**src/rtl/desc_acc_pkg.sv**
```systemverilog
package desc_acc_pkg;

    typedef enum logic [1:0] {
        ST_SCAN  = 2'd0,
        ST_POP   = 2'd1,
        ST_STALL = 2'd2
    } acc_state_e;

    typedef enum logic [1:0] {
        PACE_FULL_ONLY   = 2'd0,
        PACE_SINCE_IRQ   = 2'd1,
        PACE_SINCE_FIRST = 2'd2,
        PACE_SINCE_LAST  = 2'd3
    } pace_mode_e;

endpackage

```
**src/rtl/desc_acc_rr.sv**
```systemverilog
module desc_acc_rr #(
    parameter int N = 32,
    parameter int W = 5
) (
    input  logic [N-1:0] req,
    input  logic [W-1:0] ptr,
    output logic         found,
    output logic [W-1:0] pick
);

    logic [W:0] cand;

    // Lowest rotation distance from ptr wins; loop runs downward so it overrides.
    always_comb begin
        found = 1'b0;
        pick  = '0;
        cand  = '0;
        for (int i = N - 1; i >= 0; i--) begin
            cand = {1'b0, ptr} + (W + 1)'(i);
            if (cand >= (W + 1)'(N)) begin
                cand = cand - (W + 1)'(N);
            end
            if (req[cand[W-1:0]]) begin
                found = 1'b1;
                pick  = cand[W-1:0];
            end
        end
    end

endmodule

```
**src/rtl/desc_acc_pacer.sv**
```systemverilog
module desc_acc_pacer #(
    parameter int TICK_CYCLES = 100,
    parameter int DLY_W       = 16
) (
    input  logic             clk,
    input  logic             rst_n,
    input  logic             start,
    input  logic             stop,
    input  logic [DLY_W-1:0] delay,
    output logic             armed,
    output logic             expired
);

    localparam int PRE_W = (TICK_CYCLES > 1) ? $clog2(TICK_CYCLES) : 1;
    localparam logic [PRE_W-1:0] PRE_LAST = PRE_W'(TICK_CYCLES - 1);

    logic [PRE_W-1:0] pre;
    logic [DLY_W-1:0] tcnt;

    always_ff @(posedge clk) begin
        if (!rst_n) begin
            armed   <= 1'b0;
            expired <= 1'b0;
            pre     <= '0;
            tcnt    <= '0;
        end else if (start) begin
            armed   <= 1'b1;
            expired <= 1'b0;
            pre     <= '0;
            tcnt    <= '0;
        end else if (stop) begin
            armed   <= 1'b0;
            expired <= 1'b0;
        end else if (armed) begin
            if (tcnt == delay) begin
                expired <= 1'b1;
                armed   <= 1'b0;
            end else if (pre == PRE_LAST) begin
                pre  <= '0;
                tcnt <= tcnt + 1'b1;
            end else begin
                pre <= pre + 1'b1;
            end
        end
    end

    // an expiry is only ever the end of an armed interval
    a_r9_expiry_needs_armed: assert property (@(posedge clk) disable iff (!rst_n)
        $rose(expired) |-> $past(armed));

endmodule

```
**src/rtl/desc_accumulator.sv**
```systemverilog
module desc_accumulator
    import desc_acc_pkg::*;
#(
    parameter int NUM_Q       = 32,
    parameter int DESC_W      = 32,
    parameter int LIST_DEPTH  = 16,
    parameter int QNUM_W      = 14,
    parameter int DLY_W       = 16,
    parameter int TICK_CYCLES = 100,
    localparam int IDX_W  = (NUM_Q > 1) ? $clog2(NUM_Q) : 1,
    localparam int CNT_W  = $clog2(LIST_DEPTH + 1),
    localparam int LIDX_W = (LIST_DEPTH > 1) ? $clog2(LIST_DEPTH) : 1,
    localparam int ENT_W  = IDX_W + DESC_W
) (
    input  logic              clk,
    input  logic              rst_n,
    input  logic [QNUM_W-1:0] cfg_base_q,
    input  logic [1:0]        cfg_mode,
    input  logic [DLY_W-1:0]  cfg_delay_us,
    input  logic [NUM_Q-1:0]  q_nonempty,
    output logic              pop_req,
    output logic [QNUM_W-1:0] pop_qnum,
    input  logic              pop_ack,
    input  logic [DESC_W-1:0] pop_desc,
    output logic              lw_en,
    output logic              lw_buf,
    output logic [LIDX_W-1:0] lw_idx,
    output logic [ENT_W-1:0]  lw_data,
    output logic              irq,
    output logic              irq_buf,
    output logic [CNT_W-1:0]  irq_cnt,
    input  logic              irq_ack
);

    localparam logic [CNT_W-1:0] FULL_CNT = CNT_W'(LIST_DEPTH);
    localparam logic [IDX_W-1:0] LAST_Q   = IDX_W'(NUM_Q - 1);

    acc_state_e       state, state_nx;
    pace_mode_e       mode;
    logic [IDX_W-1:0] sel_q, rr_ptr, pick;
    logic             found;
    logic [CNT_W-1:0] count;
    logic             cur_buf, pending;
    logic             full, wr, hand;
    logic             t_start, t_armed, t_expired;

    assign mode = pace_mode_e'(cfg_mode);
    assign full = (count == FULL_CNT);
    assign wr   = (state == ST_POP) && pop_ack;
    assign hand = !wr && (count != '0) && !pending &&
                  (full || ((mode != PACE_FULL_ONLY) && t_expired));

    desc_acc_rr #(.N(NUM_Q), .W(IDX_W)) u_rr (
        .req   (q_nonempty),
        .ptr   (rr_ptr),
        .found (found),
        .pick  (pick)
    );

    always_comb begin
        unique case (mode)
            PACE_SINCE_IRQ:   t_start = hand || (!t_armed && !t_expired);
            PACE_SINCE_FIRST: t_start = wr && (count == '0);
            PACE_SINCE_LAST:  t_start = wr;
            default:          t_start = 1'b0;
        endcase
    end

    desc_acc_pacer #(.TICK_CYCLES(TICK_CYCLES), .DLY_W(DLY_W)) u_pacer (
        .clk     (clk),
        .rst_n   (rst_n),
        .start   (t_start),
        .stop    (hand),
        .delay   (cfg_delay_us),
        .armed   (t_armed),
        .expired (t_expired)
    );

    // State register
    always_ff @(posedge clk) begin
        if (!rst_n) state <= ST_SCAN;
        else        state <= state_nx;
    end

    always_comb begin
        state_nx = state;
        unique case (state)
            ST_SCAN: begin
                if (full)       state_nx = ST_STALL;
                else if (found) state_nx = ST_POP;
            end
            ST_POP:   if (pop_ack) state_nx = ST_SCAN;
            ST_STALL: if (!full)   state_nx = ST_SCAN;
            default:  state_nx = ST_SCAN;
        endcase
    end

    // Outputs
    always_comb begin
        pop_req  = (state == ST_POP);
        pop_qnum = cfg_base_q + QNUM_W'(sel_q);
        irq      = pending;
    end

    // Datapath: selection, list writes, hand-over
    always_ff @(posedge clk) begin
        if (!rst_n) begin
            sel_q   <= '0;
            rr_ptr  <= '0;
            count   <= '0;
            cur_buf <= 1'b0;
            pending <= 1'b0;
            irq_buf <= 1'b0;
            irq_cnt <= '0;
            lw_en   <= 1'b0;
            lw_buf  <= 1'b0;
            lw_idx  <= '0;
            lw_data <= '0;
        end else begin
            lw_en <= wr;
            if ((state == ST_SCAN) && found && !full) begin
                sel_q <= pick;
            end
            if (wr) begin
                lw_buf  <= cur_buf;
                lw_idx  <= count[LIDX_W-1:0];
                lw_data <= {sel_q, pop_desc};
                count   <= count + 1'b1;
                rr_ptr  <= (sel_q == LAST_Q) ? '0 : sel_q + 1'b1;
            end
            if (hand) begin
                pending <= 1'b1;
                irq_buf <= cur_buf;
                irq_cnt <= count;
                cur_buf <= ~cur_buf;
                count   <= '0;
            end else if (pending && irq_ack) begin
                pending <= 1'b0;
            end
        end
    end

    a_r2_request_held: assert property (@(posedge clk) disable iff (!rst_n)
        (pop_req && !pop_ack) |=> (pop_req && $stable(pop_qnum)));

    a_r3_no_write_past_depth: assert property (@(posedge clk) disable iff (!rst_n)
        (pop_req && pop_ack) |-> (count < FULL_CNT));

    a_r4_irq_not_empty: assert property (@(posedge clk) disable iff (!rst_n)
        $rose(irq) |-> (irq_cnt != '0));

    a_r5_irq_held: assert property (@(posedge clk) disable iff (!rst_n)
        (irq && !irq_ack) |=> (irq && $stable(irq_buf) && $stable(irq_cnt)));

    a_r6_stall_no_pop: assert property (@(posedge clk) disable iff (!rst_n)
        (full && pending) |-> !pop_req);

    a_r7_mode0_full_only: assert property (@(posedge clk) disable iff (!rst_n)
        ($rose(irq) && (cfg_mode == 2'd0)) |-> (irq_cnt == FULL_CNT));

endmodule

```
**config.mk**
```make
export PLATFORM = sky130hd
export DESIGN_NAME = desc_accumulator
export DESIGN_NICKNAME = d
export VERILOG_FILES = /design/src/rtl/desc_acc_pkg.sv /design/src/rtl/desc_acc_rr.sv /design/src/rtl/desc_acc_pacer.sv /design/src/rtl/desc_accumulator.sv
export SDC_FILE = /design/constraint.sdc
export NUM_CORES = 1
export LEC_CHECK = 0
export ABC_AREA = 1
export BUFFER_PORTS_ARGS = -buffer_cell sky130_fd_sc_hd__buf_2
export CAP_MARGIN = 20
export CORE_UTILIZATION = 40
export CTS_BUF_LIST = sky130_fd_sc_hd__clkbuf_4
export DETAILED_ROUTE_END_ITERATION = 8
export MAX_ROUTING_LAYER = met4
export SLEW_MARGIN = 5
export SYNTH_ARGS = -nofsm -noshare
export SYNTH_HDL_FRONTEND = slang
export SYNTH_HIERARCHICAL = 1
export SYNTH_SLANG_ARGS = --single-unit
```
**constraint.sdc**
```tcl
create_clock -name clk -period 6.92 [get_ports clk]
set_clock_uncertainty 0.1 [all_clocks]
set_input_delay 1.384 -clock clk [delete_from_list [all_inputs] [get_ports clk]]
set_output_delay 1.384 -clock clk [all_outputs]
set_load 0.01 [all_outputs]
```
== Yosys cells after proc, flatten, opt, wreduce, memory -nomap -nowiden ==
Index checks and enable logic that the tools add are counted.
Cells by class
  add/sub/neg operators: 68
  order comparisons: 64
  equality and inequality tests: 12
  mux-type cells: 174
  bitwise logic cells: 4
  reductions and logical operators: 29
Operators by type and width (number)
  two-way mux 5 bit: 65
  less-than comparator 5 x 6 -> 1 bit (second input constant): 32
  >= comparator 6 bit (second input constant): 31
  binary-select mux 1 bit (select 5 bit): 32
  subtractor 5 x 1 -> 5 bit (second input constant): 32
  adder 5 x 5 -> 6 bit (second input constant): 16
  two-way mux 1 bit: 70
  adder 5 x 4 -> 6 bit (second input constant): 8
  adder 5 x 3 -> 6 bit (second input constant): 4
  adder 16 x 1 -> 16 bit (second input constant): 1
  equality test 16 bit: 1
  adder 14 x 5 -> 14 bit: 1
  adder 5 x 2 -> 6 bit (second input constant): 2
  adder 5 x 1 -> 5 bit (second input constant): 2
  equality test 5 bit (second input constant): 2
  logical AND 1 bit: 10
  two-way mux 2 bit: 4
  adder 7 x 1 -> 7 bit (second input constant): 1
  equality test 7 bit (second input constant): 1
  two-way mux 7 bit: 1
  adder 5 x 1 -> 6 bit (second input constant): 1
  equality test 2 bit (second input constant): 3
  >= comparator 5 x 6 -> 1 bit (second input constant): 1
  case mux 2 bit (3 select lines): 1
  17 further kinds: 29
Word-level totals
  register bits after elaboration: 93
  input port bits: 100

== Longest topological paths before layout ==
  depth in word-level cells: 40
  mapped depth: 56

== Modules after synthesis ==
Netlist, hierarchy kept.
Modules (own cells, without submodules)
  desc_acc_rr: instances 1, cells an instance 844, area an instance 4085.2 µm², sequential area each 0.0 µm²
  desc_accumulator: instances 1, cells an instance 436, area an instance 3131.8 µm², sequential area each 1361.3 µm²
  desc_acc_pacer: instances 1, cells an instance 299, area an instance 1721.7 µm², sequential area each 500.5 µm²

== Worst setup path before layout ==
OpenSTA, ideal clock, no wires.
  path type: register -> register
  from: reg rr_ptr[0]
  to: reg sel_q[3]
  setup time: 115 ps
  arrival: 4375 ps
  required time: 6705 ps
  path slack: 2330 ps
  stages on the path, launching flop included: 57
  buffers on the path: 6
  period minus slack after synthesis: 4590 ps
  cells stage by stage: dfxtp_1 buf_4 inv_4 buf_4 clkbuf_1 clkbuf_1 ha_1 buf_2 inv_2 buf_2 nand3_1 nand3_2 nand3_1 nand3_1 nand2_2 a21oi_1 nand2_1 nand2_1 [... 21 more ...] nand2_1 nand2_1 nand2_1 nand2_1 nand2_1 nand2_1 nand2_1 nand2_1 nand2_1 nand2_1 nand2_1 nand2_1 nand2_1 a21oi_2 inv_1 nand3_1 nand2_1 nor2_1
RTL lines
  start, declared: RTL line desc_accumulator.sv:40  | logic [IDX_W-1:0] sel_q, rr_ptr, pick;
  start signal, assigned: RTL line desc_accumulator.sv:129  | rr_ptr <= (sel_q == LAST_Q) ? '0 : sel_q + 1'b1;
  adder 5 x 5 -> 6 bit: RTL line desc_acc_rr.sv:19  | cand = {1'b0, ptr} + (W + 1)'(i);
  subtractor 5 x 1 -> 5 bit / >= comparator 6 bit (equally long branches): RTL line desc_acc_rr.sv:21, desc_acc_rr.sv:20
  two-way mux 5 bit: RTL line desc_acc_rr.sv:20  | if (cand >= (W + 1)'(N)) begin
  binary-select mux 1 bit (select 5 bit): RTL line desc_acc_rr.sv:23  | if (req[cand[W-1:0]]) begin
  two-way mux 1 bit (implied by the code): RTL line desc_acc_rr.sv:23
  two-way mux 5 bit (31 in a row): RTL line desc_acc_rr.sv:23
  two-way mux 5 bit *: RTL line desc_acc_rr.sv:23
  named net pick[3]: RTL line desc_accumulator.sv:40
  end signal, assigned: RTL line desc_accumulator.sv:122  | sel_q <= pick;
  end, declared: RTL line desc_accumulator.sv:40
The timed path passes the listed nets; every way through them passes the cells marked *. The select of a mux whose other input is x is not followed.
A chain may end at the register's enable or synchronous reset.

== Final worst setup path ==
  from: reg rr_ptr[1]
  to: reg sel_q[4]
The elaborated chain is that of the path after synthesis.

==> tab_implementation.tex <==
\begin{tabular}{lr}
\hline
Metric & Value \\
\hline
\multicolumn{2}{l}{\textbf{Status}} \\
Status & complete, no violations \\
\multicolumn{2}{l}{\textbf{Synthesis}} \\
Flip-flop and latch count after synthesis & 93 \\
Synth cell types & 50 \\
Synthesized-area fraction occupied by ao, oa, aoi and oai cells & 0.1456 \\
Fraction of the mapped netlist area in adder cells & 0.03583 \\
Area share of xor/xnor cells in the synthesized design & 0.04157 \\
Count of yosys warnings during synthesis & 6 \\
Synthesized instance count & 1579 \\
Post-synth EDFFs & 0 \\
Syn\_nets & about 1.7k \\
Main combinational cell family by area after synthesis & simple AND/OR/NAND/NOR gates \\
Post-synthesis mux area share & 0 \\
Mapped Avg Cell Area & $\sim$5.7 µm² \\
Top flip-flop cell by instance count after synthesis & sky130\_fd\_sc\_hd\_\_dfxtp\_1 \\
Synthesized area & 8939 µm² \\
Asr flop ratio synth & 0 \\
Register area share after synthesis & 0.2083 \\
Simple-gate area share of the yosys netlist & 0.4605 \\
\multicolumn{2}{l}{\textbf{Place}} \\
HPWL after DPL & $\sim$23 mm \\
Placer congestion estimate & 1.111 \\
Post-placement cell area & 9782 µm² \\
Port-buffer cells & $\sim$160 \\
\multicolumn{2}{l}{\textbf{Pwr}} \\
Power density over the cells & between 150 and 200 nW/µm² \\
Sequential share of power & 0.296 \\
Sw Ratio & 0.4946 \\
Largest vdd supply drop & 0.1470 mV \\
Leakage power summed over all cells & between 5 and 6 nW \\
Clk pwr share & 0.156 \\
Combinational group share of total power & 0.548 \\
Internal power consumption & 976.8 µW \\
Power Total & 1.933 mW \\
Sw power & $\sim$960 µW \\
\multicolumn{2}{l}{\textbf{Floorplan}} \\
Core area & 21890 µm² \\
Total number of placement rows & 54 \\
Overall die height & 151.5 µm \\
Overall die area & 22950 µm² \\
Initial Util & 0.4083 \\
Number of top-level pins & 165 \\
Die span in x & 151.5 µm \\
\multicolumn{2}{l}{\textbf{Detailed routing}} \\
Detailed-routing iteration count for the pre-antenna-repair pass & 8 \\
Number of DRC markers after the initial detailed-route iteration & approximately 800 \\
Total Wirelength & between 20 and 30 mm \\
Vias & 10.42k \\
Number of nets with antenna violations after routing & 0 \\
Post-detailed-route wirelength per cell & 14.90 µm \\
Remaining DRCs & 0 \\
Post-DR vias/cell & 5.243 \\
\multicolumn{2}{l}{\textbf{Timing}} \\
Setup violation total in the final timing report & 0 \\
Slew Viols, Final & 0 \\
Period utilisation layout & 0.7406 \\
Sum of negative setup slack & 0 ps \\
Smallest hold slack & 371.5 ps \\
Highest achievable clock rate & 195.1 MHz \\
Hold Violations, Final & 0 \\
Relative slew margins & 0.3470 \\
Slew at the pin closest to its max-slew limit & 975.9 ps \\
Final min period & 5125 ps \\
Unrepaired setup endpoints after global routing & false \\
\multicolumn{2}{l}{\textbf{Worst setup path}} \\
Cell count of the worst reg-to-reg path & 44 \\
Endpoint required time on the critical path & 7180 ps \\
Launching element type of the critical path & register \\
Type of the setup path with the least slack & register to register \\
Register-to-Register Setup Slack & 1790 ps \\
Data arrival time at the worst-slack endpoint & 5380 ps \\
CP top delay family & simple AND/OR/NAND/NOR gates \\
Critical Path Max Stage Delay & 540 ps \\
Sort of element at the end of the critical path & register \\
Capturing point of the worst reg2reg path & sel\_q[4] \\
Cell with the largest stage delay on the worst path & sky130\_fd\_sc\_hd\_\_ha\_1 \\
Startpoint of the worst register-to-register path & rr\_ptr[1] \\
Combined buffer and inverter count along the critical path & 5 \\
Crit-path max FO & 30 \\
Most numerous cell on the critical path & sky130\_fd\_sc\_hd\_\_nand2\_1 \\
\multicolumn{2}{l}{\textbf{Clock tree}} \\
H-tree levels & 3 \\
Clock tree from TritonCTS & yes \\
Clock Tree Root & sky130\_fd\_sc\_hd\_\_clkbuf\_4 \\
Post-CTS setup-driven buffer insertion count & 0 \\
Clock transition at the registers of the reported paths & 160 ps \\
Number of hold buffers added after cts & 0 \\
Buffer levels on the longest clock path & 2 \\
TritonCTS Sinks & a little over 90 \\
Later-pin clock latency in the skew report & 460 ps \\
Number of buffers created by CTS & 9 \\
Post-cts resize count & 0 \\
\multicolumn{2}{l}{\textbf{Layout}} \\
Combined flip-flop and latch cell area & between 1500 and 2000 µm² \\
Post-route design area & 9931 µm² \\
Number of filler instances in the final layout & 2441 \\
Layout cell share with drive strength beyond 1 & 0.1437 \\
Multi-input combinational cell area & $\sim$6100 µm² \\
Layout overhead on the synthesized area & 11.10\% \\
Final nets & 1825 \\
\multicolumn{2}{l}{\textbf{Worst hold path}} \\
Endpoint, Worst Hold & lw\_data[11] \\
Min-delay src & lw\_data[11] \\
Worst Hold Depth & 2 \\
Worst Hold Class & register to register \\
\multicolumn{2}{l}{\textbf{Global routing}} \\
Total overflow reported by the global router & 0 \\
Maximum number of pins on one net before global-route repair & 56 \\
Number of global-route vias before repair & between 9k and 10k \\
Overall track demand over capacity in global routing & 0.2691 \\
Global-route wire length before repair & 46.83 mm \\
Antenna violations before repair & 2 \\
\multicolumn{2}{l}{\textbf{Job}} \\
Max-cap check violation count & 0 \\
\hline
\end{tabular}
per-stage QoR:
stage,worst slack (ps),cells,util
global route,1261,1987,0.4536
CTS,1912,1985,0.4534
global placement,1921,1969,0.4468
finish,1795,1987,0.4536
floorplan,2330,1579,-
detailed placement,1947,1969,0.4468
worst max path at each step:
stage / slack (ps) / start / end / depth (start not counted)
floorplan: 2330 / rr_ptr[0] / sel_q[3] / 56
global placement: 1920 / rr_ptr[1] / sel_q[4] / 44
global route: 1260 / rr_ptr[1] / sel_q[4] / 44
CTS: 1910 / rr_ptr[1] / sel_q[4] / 44
detailed placement: 1950 / rr_ptr[1] / sel_q[4] / 44
finish: 1790 / rr_ptr[1] / sel_q[4] / 44
synth_stat cells (3+ instances only):
cell type	instances	area, µm²
sky130_fd_sc_hd__a21oi_1	170	850.8
sky130_fd_sc_hd__a31oi_1	15	93.84
sky130_fd_sc_hd__buf_1	3	11.26
sky130_fd_sc_hd__buf_2	18	90.09
sky130_fd_sc_hd__buf_4	11	82.58
sky130_fd_sc_hd__buf_6	9	101.4
sky130_fd_sc_hd__clkbuf_1	18	67.56
sky130_fd_sc_hd__dfxtp_1	93	1862
sky130_fd_sc_hd__ha_1	24	300.3
sky130_fd_sc_hd__inv_1	134	503.0
sky130_fd_sc_hd__inv_2	18	67.56
sky130_fd_sc_hd__nand2_1	575	2158
sky130_fd_sc_hd__nand2_2	6	37.54
sky130_fd_sc_hd__nand2_4	4	45.04
sky130_fd_sc_hd__nand3_1	220	1101
sky130_fd_sc_hd__nand3_2	3	30.03
sky130_fd_sc_hd__nand3_4	4	70.07
sky130_fd_sc_hd__nand3b_1	4	30.03
sky130_fd_sc_hd__nand4_1	7	43.79
sky130_fd_sc_hd__nor2_1	111	416.7
sky130_fd_sc_hd__nor3_1	8	40.04
sky130_fd_sc_hd__nor4_1	6	37.54
sky130_fd_sc_hd__o211ai_1	4	30.03
sky130_fd_sc_hd__o21a_1	5	37.54
sky130_fd_sc_hd__o21ai_0	23	115.1
sky130_fd_sc_hd__o21ai_1	17	85.08
sky130_fd_sc_hd__or2_2	7	43.79
sky130_fd_sc_hd__xnor2_1	5	43.79
sky130_fd_sc_hd__xor2_1	30	262.8
power by group through the flow:
stage | Combinational, mW | Clock (mW) | Sequential [mW]
6_report | 1.06 | 0.302 | 0.572
3_3_place_gp | 1.04 | 0 | 0.584
3_5_place_dp | 1.04 | 0 | 0.584
5_1_grt | 1.19 | 0.336 | 0.575
2_1_floorplan | 0.765 | 0 | 0.584
4_1_cts | 1.04 | 0.318 | 0.573
flip-flops by register name, summed over array words and instances (netlist names):
name	count
rr_ptr	5
irq_buf	1
cur_buf	1
irq	1
lw_en	1
sel_q	5
lw_idx	4
count	5
state	2
lw_data	37
lw_buf	1
u_pacer/pre	7
irq_cnt	5
u_pacer/tcnt	16
u_pacer/armed	1
u_pacer/expired	1
logic make-up (layout without fill, tap and decap cells):
logic type               Yosys count  after routing
other                              0              2
flip-flops                        93             93
buffers and inverters            216            342
AO/OA/AOI/OAI                    243            243
adder cells (fa/ha/maj)           25             25
XOR/XNOR                          39             39
AND/OR/NAND/NOR                  963            963
per-layer routing:
layer | up-vias | global-route usage | share of wire
met5 | - | - | 0
met3 | 73 | 0.04970 | 0.075
met4 | 0 | 0.1165 | 0.042
met1 | 4606 | 0.3350 | 0.44
met2 | 387 | 0.4240 | 0.45
li1 | 5351 | - | -
tightest hold or removal path: cells and delay by family, from the launching register on:
kind,cells,cell delay (ps)
compound gates,1,50
flops,1,340
simple gates,1,60
cell usage in the layout (no fill, tap or decap), types with 5 or more instances in the layout:
cell type	netlist	final
sky130_fd_sc_hd__nor3_1	8	8
sky130_fd_sc_hd__buf_4	11	7
sky130_fd_sc_hd__o21a_1	5	5
sky130_fd_sc_hd__nand3_1	220	220
sky130_fd_sc_hd__nand2_2	6	6
sky130_fd_sc_hd__inv_2	18	18
sky130_fd_sc_hd__a31oi_1	15	15
sky130_fd_sc_hd__inv_1	134	134
sky130_fd_sc_hd__o21ai_0	23	23
sky130_fd_sc_hd__ha_1	24	24
sky130_fd_sc_hd__nand4_1	7	7
sky130_fd_sc_hd__o21ai_1	17	17
sky130_fd_sc_hd__or2_2	7	7
sky130_fd_sc_hd__xor2_1	30	30
sky130_fd_sc_hd__nor4_1	6	6
sky130_fd_sc_hd__dfxtp_1	93	93
sky130_fd_sc_hd__clkbuf_4	1	9
sky130_fd_sc_hd__nand2_1	575	575
sky130_fd_sc_hd__buf_2	18	164
sky130_fd_sc_hd__a21oi_1	170	170
sky130_fd_sc_hd__nor2_1	111	111
sky130_fd_sc_hd__xnor2_1	5	5
cell type report:
class,instances,area share
Sequential cell,93,0.1875
Inverter,155,0.05909
Clock inverter,7,0.007686
Multi-Input combinational cell,1270,0.6152
Tap cell,280,0.03528
Antenna cell,2,0.0005040
Clock buffer,9,0.006804
Timing Repair Buffer,171,0.08794
Power figures use the tool's default switching activity.
